**src/rtl/sample_cascade_pkg.sv**
```systemverilog
package sample_cascade_pkg;
   typedef enum logic {
      MODE_NARROW = 1'b0,
      MODE_WIDE   = 1'b1
   } cnt_mode_e;
endpackage

```
**src/rtl/scnt_preset.sv**
```systemverilog
module scnt_preset #(
   parameter int HALF_W = 16
) (
   input  logic [2*HALF_W-1:0] count_i,
   output logic [HALF_W-1:0]   lo_pre_o,
   output logic [HALF_W-1:0]   hi_pre_o
);
   localparam logic [HALF_W-1:0] ONE = HALF_W'(1);

   logic [HALF_W-1:0] low_word;
   logic [HALF_W-1:0] high_word;
   logic              borrow_fix;

   always_comb begin
      low_word   = count_i[HALF_W-1:0];
      high_word  = count_i[2*HALF_W-1:HALF_W];
      borrow_fix = (low_word > ONE);
      lo_pre_o   = low_word - ONE;
      hi_pre_o   = borrow_fix ? (high_word + ONE) : high_word;
   end
endmodule

```
**src/rtl/scnt_half.sv**
```systemverilog
module scnt_half #(
   parameter int W = 16
) (
   input  logic         clk,
   input  logic         rst,
   input  logic         ld_i,
   input  logic [W-1:0] ld_val_i,
   input  logic         dec_i,
   output logic [W-1:0] val_o,
   output logic         zero_o
);
   localparam logic [W-1:0] STEP = W'(1);

   logic [W-1:0] val_q;

   always_ff @(posedge clk) begin
      if (rst)
         val_q <= '0;
      else if (ld_i)
         val_q <= ld_val_i;
      else if (dec_i)
         val_q <= val_q - STEP;
   end

   assign val_o  = val_q;
   assign zero_o = (val_q == '0);
endmodule

```
**src/rtl/scnt_ctrl.sv**
```systemverilog
module scnt_ctrl (
   input  logic clk,
   input  logic rst,
   input  logic load_i,
   input  logic arm_i,
   input  logic finish_i,
   output logic armed_o,
   output logic done_o
);
   logic loaded_q;
   logic armed_q;
   logic done_q;

   always_ff @(posedge clk) begin
      if (rst) begin
         loaded_q <= 1'b0;
         armed_q  <= 1'b0;
         done_q   <= 1'b0;
      end else if (load_i) begin
         loaded_q <= 1'b1;
         armed_q  <= 1'b0;
         done_q   <= 1'b0;
      end else if (arm_i && loaded_q) begin
         armed_q  <= 1'b1;
         done_q   <= 1'b0;
      end else if (finish_i) begin
         armed_q  <= 1'b0;
         done_q   <= 1'b1;
      end
   end

   assign armed_o = armed_q;
   assign done_o  = done_q;
endmodule

```
**src/rtl/sample_cascade_counter.sv**
```systemverilog
module sample_cascade_counter
   import sample_cascade_pkg::*;
#(
   parameter int HALF_W     = 16,
   parameter bit CASCADE_EN = 1'b1
) (
   input  logic                clk,
   input  logic                rst,
   input  logic                load_i,
   input  logic [2*HALF_W-1:0] count_i,
   input  logic                wide_i,
   input  logic                arm_i,
   input  logic                pulse_i,
   output logic                armed_o,
   output logic                done_o,
   output logic [HALF_W-1:0]   lo_o,
   output logic [HALF_W-1:0]   hi_o
);
   localparam logic [HALF_W-1:0] LAST_STEP = HALF_W'(1);

   generate
      if (HALF_W < 2) begin : g_bad_width
         $error("sample_cascade_counter: HALF_W must be at least 2");
      end
   endgenerate

   cnt_mode_e         mode_q;
   logic              wide_q;
   logic [HALF_W-1:0] lo_pre;
   logic [HALF_W-1:0] hi_pre;
   logic [HALF_W-1:0] lo_val;
   logic [HALF_W-1:0] hi_val;
   logic              lo_zero;
   logic              hi_zero;
   logic              accept;
   logic              finish;
   logic              lo_dec;
   logic              hi_dec;

   always_ff @(posedge clk) begin
      if (rst)
         mode_q <= MODE_NARROW;
      else if (load_i)
         mode_q <= (wide_i && CASCADE_EN) ? MODE_WIDE : MODE_NARROW;
   end
   assign wide_q = (mode_q == MODE_WIDE);

   scnt_preset #(.HALF_W(HALF_W)) preset_i (
      .count_i  (count_i),
      .lo_pre_o (lo_pre),
      .hi_pre_o (hi_pre)
   );

   always_comb begin
      accept = pulse_i && armed_o && !done_o && !load_i;
      finish = accept && lo_zero && (!wide_q || hi_zero);
      lo_dec = accept && !finish;
      hi_dec = lo_dec && wide_q && (lo_val == LAST_STEP);
   end

   scnt_half #(.W(HALF_W)) lo_cnt_i (
      .clk      (clk),
      .rst      (rst),
      .ld_i     (load_i),
      .ld_val_i (lo_pre),
      .dec_i    (lo_dec),
      .val_o    (lo_val),
      .zero_o   (lo_zero)
   );

   generate
      if (CASCADE_EN) begin : g_hi
         scnt_half #(.W(HALF_W)) hi_cnt_i (
            .clk      (clk),
            .rst      (rst),
            .ld_i     (load_i),
            .ld_val_i (hi_pre),
            .dec_i    (hi_dec),
            .val_o    (hi_val),
            .zero_o   (hi_zero)
         );
      end else begin : g_no_hi
         logic unused_hi;
         assign unused_hi = ^{hi_pre, hi_dec};
         assign hi_val    = '0;
         assign hi_zero   = 1'b1;
      end
   endgenerate

   scnt_ctrl ctrl_i (
      .clk      (clk),
      .rst      (rst),
      .load_i   (load_i),
      .arm_i    (arm_i),
      .finish_i (finish),
      .armed_o  (armed_o),
      .done_o   (done_o)
   );

   assign lo_o = lo_val;
   assign hi_o = hi_val;
endmodule

```
**config.mk**
```make
export PLATFORM = sky130hd
export DESIGN_NAME = sample_cascade_counter
export DESIGN_NICKNAME = d
export VERILOG_FILES = /design/src/rtl/sample_cascade_pkg.sv /design/src/rtl/scnt_preset.sv /design/src/rtl/scnt_half.sv /design/src/rtl/scnt_ctrl.sv /design/src/rtl/sample_cascade_counter.sv
export SDC_FILE = /design/constraint.sdc
export NUM_CORES = 1
export LEC_CHECK = 0
export BUFFER_PORTS_ARGS = -buffer_cell sky130_fd_sc_hd__buf_2
export CELL_PAD_IN_SITES_DETAIL_PLACEMENT = 1
export CELL_PAD_IN_SITES_GLOBAL_PLACEMENT = 1
export CORE_ASPECT_RATIO = 2
export CORE_UTILIZATION = 35
export DETAILED_ROUTE_END_ITERATION = 8
export PLACE_DENSITY = 0.74
export SKIP_CTS_REPAIR_TIMING = 1
export SYNTH_ARGS = -nofsm -noshare
export SYNTH_HDL_FRONTEND = slang
export SYNTH_SLANG_ARGS = --single-unit
```
**constraint.sdc**
```tcl
create_clock -name clk -period 2.55 [get_ports clk]
set_clock_uncertainty 0.2 [all_clocks]
set_input_delay 0.51 -clock clk [delete_from_list [all_inputs] [get_ports clk]]
set_output_delay 0.51 -clock clk [all_outputs]
set_load 0.01 [all_outputs]
```
Yosys cells after proc, flatten, opt, wreduce, memory -nomap -nowiden
Index checks and enable logic that the tools add are counted.

Register bits after elaboration: 36. Output and inout bits: 34. Logic and storage cells: 41.

Add/sub/neg operators: 4. Magnitude comparators: 1. Equal/unequal tests: 1. Multiplexer cells: 8. Reduce and logical (&&, ||, !) cells: 21.

Operators with widths (count): two-way mux 16 bit (5); subtractor 16 x 1 -> 16 bit (second input constant) (3); zero test 16 bit (2); adder 16 x 1 -> 16 bit (second input constant) (1); == test 16 x 1 -> 1 bit (second input constant) (1); greater-than comparator 16 x 1 -> 1 bit (second input constant) (1); logical AND 1 bit (9); nonzero test 2 bit (3); zero test 1 bit (4); two-way mux 1 bit (3); OR reduction 3 bit (1); OR reduction 2 bit (1); logical OR 1 bit (1).

Longest topological paths before layout
Gate-level depths: netlist of run 1.

Depth after elaboration: 11. Gate-level depth with buffers: 10. Depth with buffers taken out: 8.

Modules after synthesis
A second synthesis of run 1 with hierarchy kept.

Cells, all modules: 310. Area, all modules: 2620.0 µm².

Modules (own cells, without submodules): scnt_half (times used 2, cells each 99, area an instance 880.8 µm², seq. area each 320.3 µm²); scnt_preset (times used 1, cells each 87, area an instance 613.1 µm², seq. area each 0.0 µm²); sample_cascade_counter (times used 1, cells each 15, area an instance 136.4 µm², seq. area each 20.0 µm²); scnt_ctrl (times used 1, cells each 10, area an instance 108.9 µm², seq. area each 60.1 µm²).

Worst setup path after synthesis of run 1
OpenSTA, ideal clock, no wires.

Path kind: input -> register. Start: in count_i[7]. End: reg g_hi.hi_cnt_i.val_q[13] (netlist: g_hi.hi_cnt_i.val_o[13]). Setup time: 0.120 ns. Arrival: 2.151 ns. Data required time: 2.230 ns. Slack: 0.079 ns. Stages on the path: 7. Buffers on the path: 1. Cell sequence: or4_1 > clkbuf_1 > nor2_1 > a2111oi_0 > xnor2_1 > nor2_1 > a211o_1.

Cells in the longest elaborated chain, start to end: 3.

RTL lines: start: declaration (line sample_cascade_counter.sv:10) `input logic [2*HALF_W-1:0] count_i,`; greater-than comparator 16 x 1 -> 1 bit (line scnt_preset.sv:17) `borrow_fix = (low_word > ONE);`; two-way mux 16 bit (line scnt_preset.sv:19) `hi_pre_o = borrow_fix ? (high_word + ONE) : high_word;`; two-way mux 16 bit (line scnt_half.sv:19) `else if (ld_i)`; end signal: assignment (line scnt_half.sv:20) `val_q <= ld_val_i;`; end signal: assignment (line scnt_half.sv:22) `val_q <= val_q - STEP;`; end: declaration (line scnt_half.sv:14) `logic [W-1:0] val_q;`.

No other way between the ends. A chain may end at the register's enable or synchronous reset.

Final worst setup path of run 1
Start: reg ctrl_i.done_q (netlist: ctrl_i.done_o). End: reg g_hi.hi_cnt_i.val_q[7] (netlist: g_hi.hi_cnt_i.val_o[7]).

Cells in the longest elaborated chain, start to end: 10.

RTL lines: start: declaration (line scnt_ctrl.sv:12) `logic done_q;`; start signal: assignment (line scnt_ctrl.sv:18) `done_q <= 1'b0;`; start signal: assignment (line scnt_ctrl.sv:22) `done_q <= 1'b0;`; start signal: assignment (line scnt_ctrl.sv:25) `done_q <= 1'b0;`; zero test 1 bit * (line sample_cascade_counter.sv:55) `accept = pulse_i && armed_o && !done_o && !load_i;`; logical AND 1 bit * (2 in a row) (line sample_cascade_counter.sv:55); logical AND 1 bit (2 in a row) (line sample_cascade_counter.sv:56) `finish = accept && lo_zero && (!wide_q || hi_zero);`; zero test 1 bit (line sample_cascade_counter.sv:57) `lo_dec = accept && !finish;`; logical AND 1 bit * (line sample_cascade_counter.sv:57); logical AND 1 bit * (2 in a row) (line sample_cascade_counter.sv:58) `hi_dec = lo_dec && wide_q && (lo_val == LAST_STEP);`; nonzero test 2 bit (no line) *.

Every way passes the cells marked *; elsewhere a longest branch is shown, timed or not.

==> results of run 1 <==
==> final timing paths <==
path,slack [ps],end,startpoint,cells past startpoint
max,50,g_hi.hi_cnt_i.val_o[7],ctrl_i.done_o,6
min,290,mode_q,wide_i,3
max reg2reg,50,g_hi.hi_cnt_i.val_o[7],ctrl_i.done_o,6
min reg2reg,290,ctrl_i.loaded_q,ctrl_i.loaded_q,2
==> through the flow <==
| step | area [um^2] | instances | hold WS (ps) | util (%) |
|---|---|---|---|---|
| 4_1_cts | 3630 | 535 | 299 | 49.6 |
| 3_5_place_dp | 3480 | 527 | 287 | 47.6 |
| 6_report | 3670 | 537 | 290 | 50.2 |
| 5_1_grt | 3670 | 537 | 315 | 50.2 |
| 3_3_place_gp | 3480 | 527 | 253 | 47.6 |
| 2_1_floorplan | 2680 | 327 | 240 | - |
==> worst register-to-register path, delay by kind of cell, from the launching register on <==
family / cells / cell delay (ps)
DFF: 1 / 330
and+or+nand+nor: 4 / 1550
AOI/OAI and AO/OA: 1 / 170
xor gates and xnor gates: 1 / 160
==> cell type report <==
class                           count  area [um^2]  area share (%)
Tap cell                           92          115            3.13
Inverter                            7         26.3           0.715
Sequential cell                    36          723            19.7
Multi-Input combinational cell    269         1900            51.6
Clock buffer                        8          146            3.98
Timing Repair Buffer              125          768            20.9
==> cells in the final DEF, fill, tap and decap left out, types with 3 or more instances in the layout <==
master,synthesis,final
mux2i_1,3,3
buf_2,2,71
xnor2_1,23,23
o21ai_0,4,4
nor4_1,11,11
o21a_1,12,12
nand2b_1,9,9
nand3_1,11,11
nor2_1,27,27
ha_1,8,7
o22ai_1,6,6
or3_1,6,6
a211oi_1,4,4
dfxtp_1,36,34
nand2_1,18,18
a21oi_1,24,23
inv_1,7,5
buf_4,0,52
nand4_1,8,8
clkbuf_16,0,5
or3_2,3,3
or4_1,4,4
xor2_1,24,24
nand4b_1,3,3
a31oi_1,5,5
nor3_1,17,17
==> cells by family (layout without fill, tap and decap cells) <==
logic type               after synthesis  count (layout)  synth area share [%]
AO/OA/AOI/OAI                         69              69                  17.5
XOR/XNOR                              47              47                  15.4
adder cells (fa/ha/maj)                8               8                  3.73
buffers and inverters                 22             140                  3.45
flip-flops                            36              36                  26.9
multiplexers                           5               5                  1.96
AND/OR/NAND/NOR                      140             140                  31.1
==> sequential cells by signal (all words and copies together), names as in the netlist <==
signal and count:
ctrl_i.done_o 1, mode_q 1, lo_cnt_i.val_o 16, ctrl_i.armed_o 1, g_hi.hi_cnt_i.val_o 16, ctrl_i.loaded_q 1
==> metal layers <==
layer  GRT usage [%]  vias up  wire [um]
met5               0        -          0
met4            19.4        0        722
met3            3.53       34        260
met2            49.4       80       5520
met1            22.1     1468       3210
li1                -     1441          -
==> power breakdown <==
part | leakage (nW) | total (W) | switching (W) | internal, W
Clock | 0.0712 | 0.000621 | 0.000231 | 0.000390
Sequential | 0.299 | 0.000646 | 0.0000450 | 0.000601
Combinational | 1.20 | 0.000440 | 0.000238 | 0.000202
==> results.md, run 1 <==
* IO Port Bufs at 71
* Seq/Total Area, Yosys at 26.9%
* Setup ws final at 52.8 ps
* Status: finished, final reports clean
* CP dominant cell by count: nand4bb_1
* Crit-path max FO at 4
* Synth top area cells: dfxtp_1, xor2_1, xnor2_1, a21oi_1, nor2_1
* Max Root-Sink Buffers at 2
* Via count at 3,023
* Vias per cell at 5.63
* First-pass iteration count of the detailed router at 4
* Total global routing overflow at 0
* Global-route wire length before repair at 15.7 mm
* Worst-margin pin slew at 472 ps
* Placement Setup Slack at -178 ps
* Worst Hold Class: input port to flop
* Final GP Congestion at 0.842
* Filler cells at 959
* Setup-failing EPs final at 0
* Area Growth Syn to Fin at 37.1%
* Synthesized flop and latch total at 36
* Final-report hold violation count at 0
* CTS root buf: clkbuf_16
* Share of layout cells above drive strength 1 at 34.4%
* Drt wl/cell at 18.1 um
* Crit path required time at 2540 ps
* Initial antenna violation count at 0
* Worst path cell trace: nand4bb_1 > or3_1 > nand4bb_1 > or3_2 > xor2_1 > o22ai_1
* Crit path DAT at 2490 ps
* Global Route Usage Sum at 25.4%
* Distinct cells, synth at 56
* Clk slew on worst S/H paths at 60 ps
* Max-Cap Viols at 0
* Nets at 490
* Starting DRT DRC Count at 153
* Async set-reset flop share out of synthesis at 0%
* Die extent in x at 63.9 um
* Buffer and inverter count on the worst path at 0
* DRC at 0
* Slew Limit Fails at 0
* Setup crit end kind: flop
* Slowest stage delay, CP at 520 ps
* I/O pin count at 72
* Max VDD drop at 0.000397 V
* Period minus WS final at 2500 ps
* Ys flop type: dfxtp_1
* DPL Wire Length at 7.79 mm
* H-Tree Depth at 2
* Top-count cell post-synth: dfxtp_1
* Syn_nets at 373
* Pin count of the biggest net entering global routing at 50
* Ratio of final minimum period to clock period at 97.9%
* Vias in the first global route at 3,332
* Worst setup SP type: flop
* Average size of a mapped cell at 8.20 um^2
* Design Power at 0.00171 W
* Diode count at 0
* CTS tree: yes
* Syn Inst Count at 327
* LEAKAGE at 1.57 nW
* Delay-heaviest family, CP: simple AND/OR/NAND/NOR gates
* Synth warnings at 0
* # clock sinks at 36
* Worst-skew pair later-pin latency at 280 ps
* Initial Util at 36.6%
* Die Ht at 126 um
* Max_slew headroom at 67.8%
* Post-DRT Antenna Nets at 0
* Most frequent cells after synthesis: dfxtp_1, nor2_1, a21oi_1, xor2_1, xnor2_1
* Worst setup path class: flop to flop
* Cts bufs inserted at 5
* PwrDens at 464 nW/um^2
* Synth top area share at 26.9%
* Core Rows at 44
* Slowest CP cell: or3_2
* Synth area leader: dfxtp_1
* Core ar. at 7320 um^2
* Setup TNS at 0 ps
* Routed WL at 9.71 mm
* FMAX at 0.400 GHz
* Number of flops mapped to enable cells by yosys at 0
* Post-Synthesis Cell Area at 2680 um^2
* DIE AREA at 8040 um^2
No activity file was read; power rests on OpenSTA's default activity.
==> run 2, diff against run 1 <==
CORE_ASPECT_RATIO = 1.2   (was 2)
==> results.md, run 2 (synthesized netlist as in run 1, its figures left out) <==
* Status: finished, final reports clean
* Die extent in x at 81.9 um
* Via count at 2,987
* CTS root buf: clkbuf_8
* Met3 Track Usage GR at 2.90%
* Initial antenna violation count at 0
* DIE AREA at 8020 um^2
* Placement Setup Slack at -130 ps
* Worst Hold Class: input port to flop
* Nets at 490
* Hold Path Cell Cnt at 3
* First-pass iteration count of the detailed router at 4
* Max_slew headroom at 65.6%
* Crit-path max FO at 4
* Final-report hold violation count at 0
* Vias per cell at 5.59
* Crit path required time at 2570 ps
* Core ar. at 7320 um^2
* Core Rows at 34
* PwrDens at 419 nW/um^2
* FMAX at 0.404 GHz
* Worst setup SP type: flop
* Worst-margin pin slew at 516 ps
* Flop-to-flop setup slack at 80 ps
* Diode count at 0
* Initial Util at 36.6%
* Area Growth Syn to Fin at 36.3%
* Hold path start: wide_i
* IO Port Bufs at 71
* GR Util met1 at 27.3%
* RR Endpoint: g_hi.hi_cnt_i.val_o[7]
* Setup ws final at 76.9 ps
* Max VDD drop at 0.000271 V
* Slew Limit Fails at 0
* LEAKAGE at 1.56 nW
* Design Power at 0.00153 W
* Endpoint of the worst hold path: mode_q
* DPL Wire Length at 7.13 mm
* Drt wl/cell at 17.1 um
* Worst setup path class: flop to flop
* Worst r2r src: lo_cnt_i.val_o[1]
* Die Ht at 97.9 um
* Commonest non-fill, non-tap cell in the layout: buf_2
* Period minus WS final at 2470 ps
* Most frequent cells in the layout: buf_2, buf_4, dfxtp_1, nor2_1
* Total global routing overflow at 0
* Setup crit end kind: flop
* Vias in the first global route at 2,997
* Pin count of the biggest net entering global routing at 50
* Worst R2R Path Depth at 8
* I/O pin count at 72
* Post-DRT Antenna Nets at 0
* DRC at 0
* Final GP Congestion at 0.874
* Filler cells at 936
* Crit path DAT at 2490 ps
* Worst-skew pair later-pin latency at 290 ps
* Clk slew on worst S/H paths at 80 ps
* Starting DRT DRC Count at 109
* Max-Cap Viols at 0
* Max Root-Sink Buffers at 2
* # clock sinks at 36
* CTS tree: yes
* Share of layout cells above drive strength 1 at 34.7%
* Ratio of final minimum period to clock period at 97.0%
* Busiest grt layer: met2
* H-Tree Depth at 2
* Global-route wire length before repair at 14.8 mm
* Cts bufs inserted at 5
* Post-Route Utilization at 49.9%
* WHS at 275 ps
* Global Route Usage Sum at 24.0%
* Setup-failing EPs final at 0
* Routing usage on met2 at 44.9%
* Routed WL at 9.15 mm
==> run 2: cell types whose count changed in the layout (fill, tap and decap cells not counted), sizes merged <==
cell,previous run,this run
clkbuf,8,7
==> run 2: per-stage QoR <==
step | std cells | cell area, um^2 | TNS (ps)
2_1_floorplan | 327 | 2680 | 0
3_3_place_gp | 524 | 3480 | -357
3_5_place_dp | 524 | 3480 | -1000
4_1_cts | 531 | 3580 | -18.2
5_1_grt | 534 | 3650 | -70.0
6_report | 534 | 3650 | 0
==> run 2: per-layer routing <==
metal  vias up  part of all wire, %
met4         0                  1.8
met1      1455                   41
met5         -                    0
met2        77                   54
met3        14                  3.6
li1       1441                    -
==> run 2: critical path, stage by stage, from the launching register on <==
cell,delay [ps]
dfxtp_1,360
inv_1,140
ha_1,180
nor4bb_2,200
and4_1,260
nand4bb_1,220
or3_2,530
xor2_1,160
o22ai_1,160
==> run 2: worst max path at each step <==
stage	to	from	slack (ps)
after global routing	g_hi.hi_cnt_i.val_o[6]	lo_cnt_i.val_o[1]	-40
after floorplan	g_hi.hi_cnt_i.val_o[13]	count_i[7]	80
after CTS	lo_cnt_i.val_o[6]	g_hi.hi_cnt_i.val_o[0]	-9
after detailed placement	g_hi.hi_cnt_i.val_o[7]	load_i	-130
after global placement	g_hi.hi_cnt_i.val_o[7]	load_i	-70
final	g_hi.hi_cnt_i.val_o[7]	lo_cnt_i.val_o[1]	80
==> run 2: where the power goes <==
group          internal (W)  total, W  switching [W]  leakage (nW)
clock network      0.000241  0.000454       0.000213        0.0503
logic              0.000199  0.000427       0.000228          1.21
registers          0.000599  0.000649      0.0000500         0.298
==> run 2: final cells by class <==
cell class | instances | area [um^2] | share of cell area [%]
inverter | 7 | 26.3 | 0.719
timing repair buffer | 125 | 781 | 21.4
clock buffer | 7 | 96.3 | 2.64
sequential | 36 | 722 | 19.8
tap | 90 | 113 | 3.08
multi-input combinational | 269 | 1920 | 52.4
==> run 3, diff against run 2 <==
GPL_ROUTABILITY_DRIVEN = 0   (was unset)
PLACE_DENSITY = 0.8   (was 0.74)
==> results.md, run 3 (synthesized netlist as in run 1, its figures left out) <==
* DPL Wire Length at 7.31 mm
* IO Port Bufs at 71
* Core ar. at 7320 um^2
* Crit path required time at 2570 ps
* Area Growth Syn to Fin at 34.2%
* Global-route wire length before repair at 15.0 mm
* Delay-heaviest family, CP: simple AND/OR/NAND/NOR gates
* FMAX at 0.398 GHz
* Clk slew on worst S/H paths at 80 ps
* Setup crit end kind: flop
* CTS root buf: clkbuf_8
* Via count at 3,039
* Most frequent cells in the layout: buf_2, buf_4, dfxtp_1, nor2_1, xor2_1
* Max_slew headroom at 63.5%
* Max Root-Sink Buffers at 2
* Nets at 482
* Commonest non-fill, non-tap cell in the layout: buf_2
* Worst setup path class: flop to flop
* Starting DRT DRC Count at 151
* Dpl cells at 516
* Total global routing overflow at 0
* # clock sinks at 36
* Initial antenna violation count at 0
* Non-Filler Instances at 527
* Period minus WS final at 2510 ps
* Status: finished, final reports clean
* Die extent in x at 81.9 um
* First-pass iteration count of the detailed router at 4
* Vias in the first global route at 3,118
* Slew Limit Fails at 0
* Pin count of the biggest net entering global routing at 50
* Max-Cap Viols at 0
* WHS at 260 ps
* Cts bufs inserted at 5
* LEAKAGE at 1.52 nW
* Drt wl/cell at 18.3 um
* I/O pin count at 72
* Final-report hold violation count at 0
* Worst Hold Class: input port to flop
* Post-DRT Antenna Nets at 0
* Buffer and inverter count on the worst path at 0
* Ratio of final minimum period to clock period at 98.4%
* Slowest stage delay, CP at 520 ps
* Worst-skew pair later-pin latency at 300 ps
* Diode count at 0
* DIE AREA at 8020 um^2
* H-Tree Depth at 2
* Flop-to-flop setup slack at 40 ps
* PwrDens at 444 nW/um^2
* Worst setup SP type: flop
* Core Rows at 34
* Multi-input gate area at 1920 um^2
* Worst-margin pin slew at 543 ps
* Vias per cell at 5.77
* Initial Util at 36.6%
* Worst path cell trace: nand4bb_1 > or3_1 > nand4bb_2 > or3_2 > xor2_1 > o22ai_1
* Global Route Usage Sum at 24.3%
* Crit-path max FO at 5
* RSZ-0062 raised after global routing: yes
* Max VDD drop at 0.000248 V
* Filler cells at 933
* Share of layout cells above drive strength 1 at 33.9%
* Design Power at 0.00160 W
* Crit path DAT at 2530 ps
* Routed WL at 9.64 mm
* Sequential Area at 722 um^2
* Slowest CP cell: or3_2
* Setup-failing EPs final at 0
* DRC at 0
* CTS tree: yes
* Die Ht at 97.9 um
-- run 3: path summary, 6_finish.rpt --
kind	startpoint	endpoint	cells after the start
worst max-delay path	ctrl_i.done_o	g_hi.hi_cnt_i.val_o[7]	6
worst min-delay path	wide_i	mode_q	3
worst max register to register	ctrl_i.done_o	g_hi.hi_cnt_i.val_o[7]	6
worst min register to register	ctrl_i.loaded_q	ctrl_i.loaded_q	2
-- run 3: cell type report --
class / count / area share [%]
Tap cell: 90 / 3.13
Sequential cell: 36 / 20.1
Multi-Input combinational cell: 269 / 53.4
Clock inverter: 3 / 1.18
Timing Repair Buffer: 117 / 19.6
Inverter: 7 / 0.730
Clock buffer: 5 / 1.91
-- run 3: metrics by stage --
step           area, um^2  utilization (%)  setup slack (ps)  setup TNS [ps]
6_report             3600             49.2              40.3               0
5_1_grt              3600             49.2             -45.9            -103
4_1_cts              3520             48.2              -149            -257
3_5_place_dp         3410             46.6              -169           -1540
3_3_place_gp         3410             46.6              -104            -399
2_1_floorplan        2680                -              79.1               0
-- run 3: report_power, final --
| part | total (W) | internal [W] | switching (W) |
|---|---|---|---|
| sequential | 0.000647 | 0.000599 | 0.0000479 |
| clock | 0.000529 | 0.000290 | 0.000239 |
| combinational | 0.000423 | 0.000190 | 0.000233 |
| total | 0.00160 | 0.00108 | 0.000520 |
-- run 3: per-layer routing --
layer | global-route usage [%] | vias to the layer above | part of all wire, %
met3 | 3.64 | 23 | 4.4
met1 | 28.4 | 1486 | 40
met4 | 10.1 | 0 | 3.1
met5 | 0 | - | 0
li1 | - | 1427 | -
met2 | 42.7 | 103 | 53
-- run 3: worst reg2reg max path, cell delays in order, from the launching register on --
cell,delay [ps]
dfxtp_1,350
nand4bb_1,240
or3_1,440
nand4bb_2,390
or3_2,520
xor2_1,150
o22ai_1,140
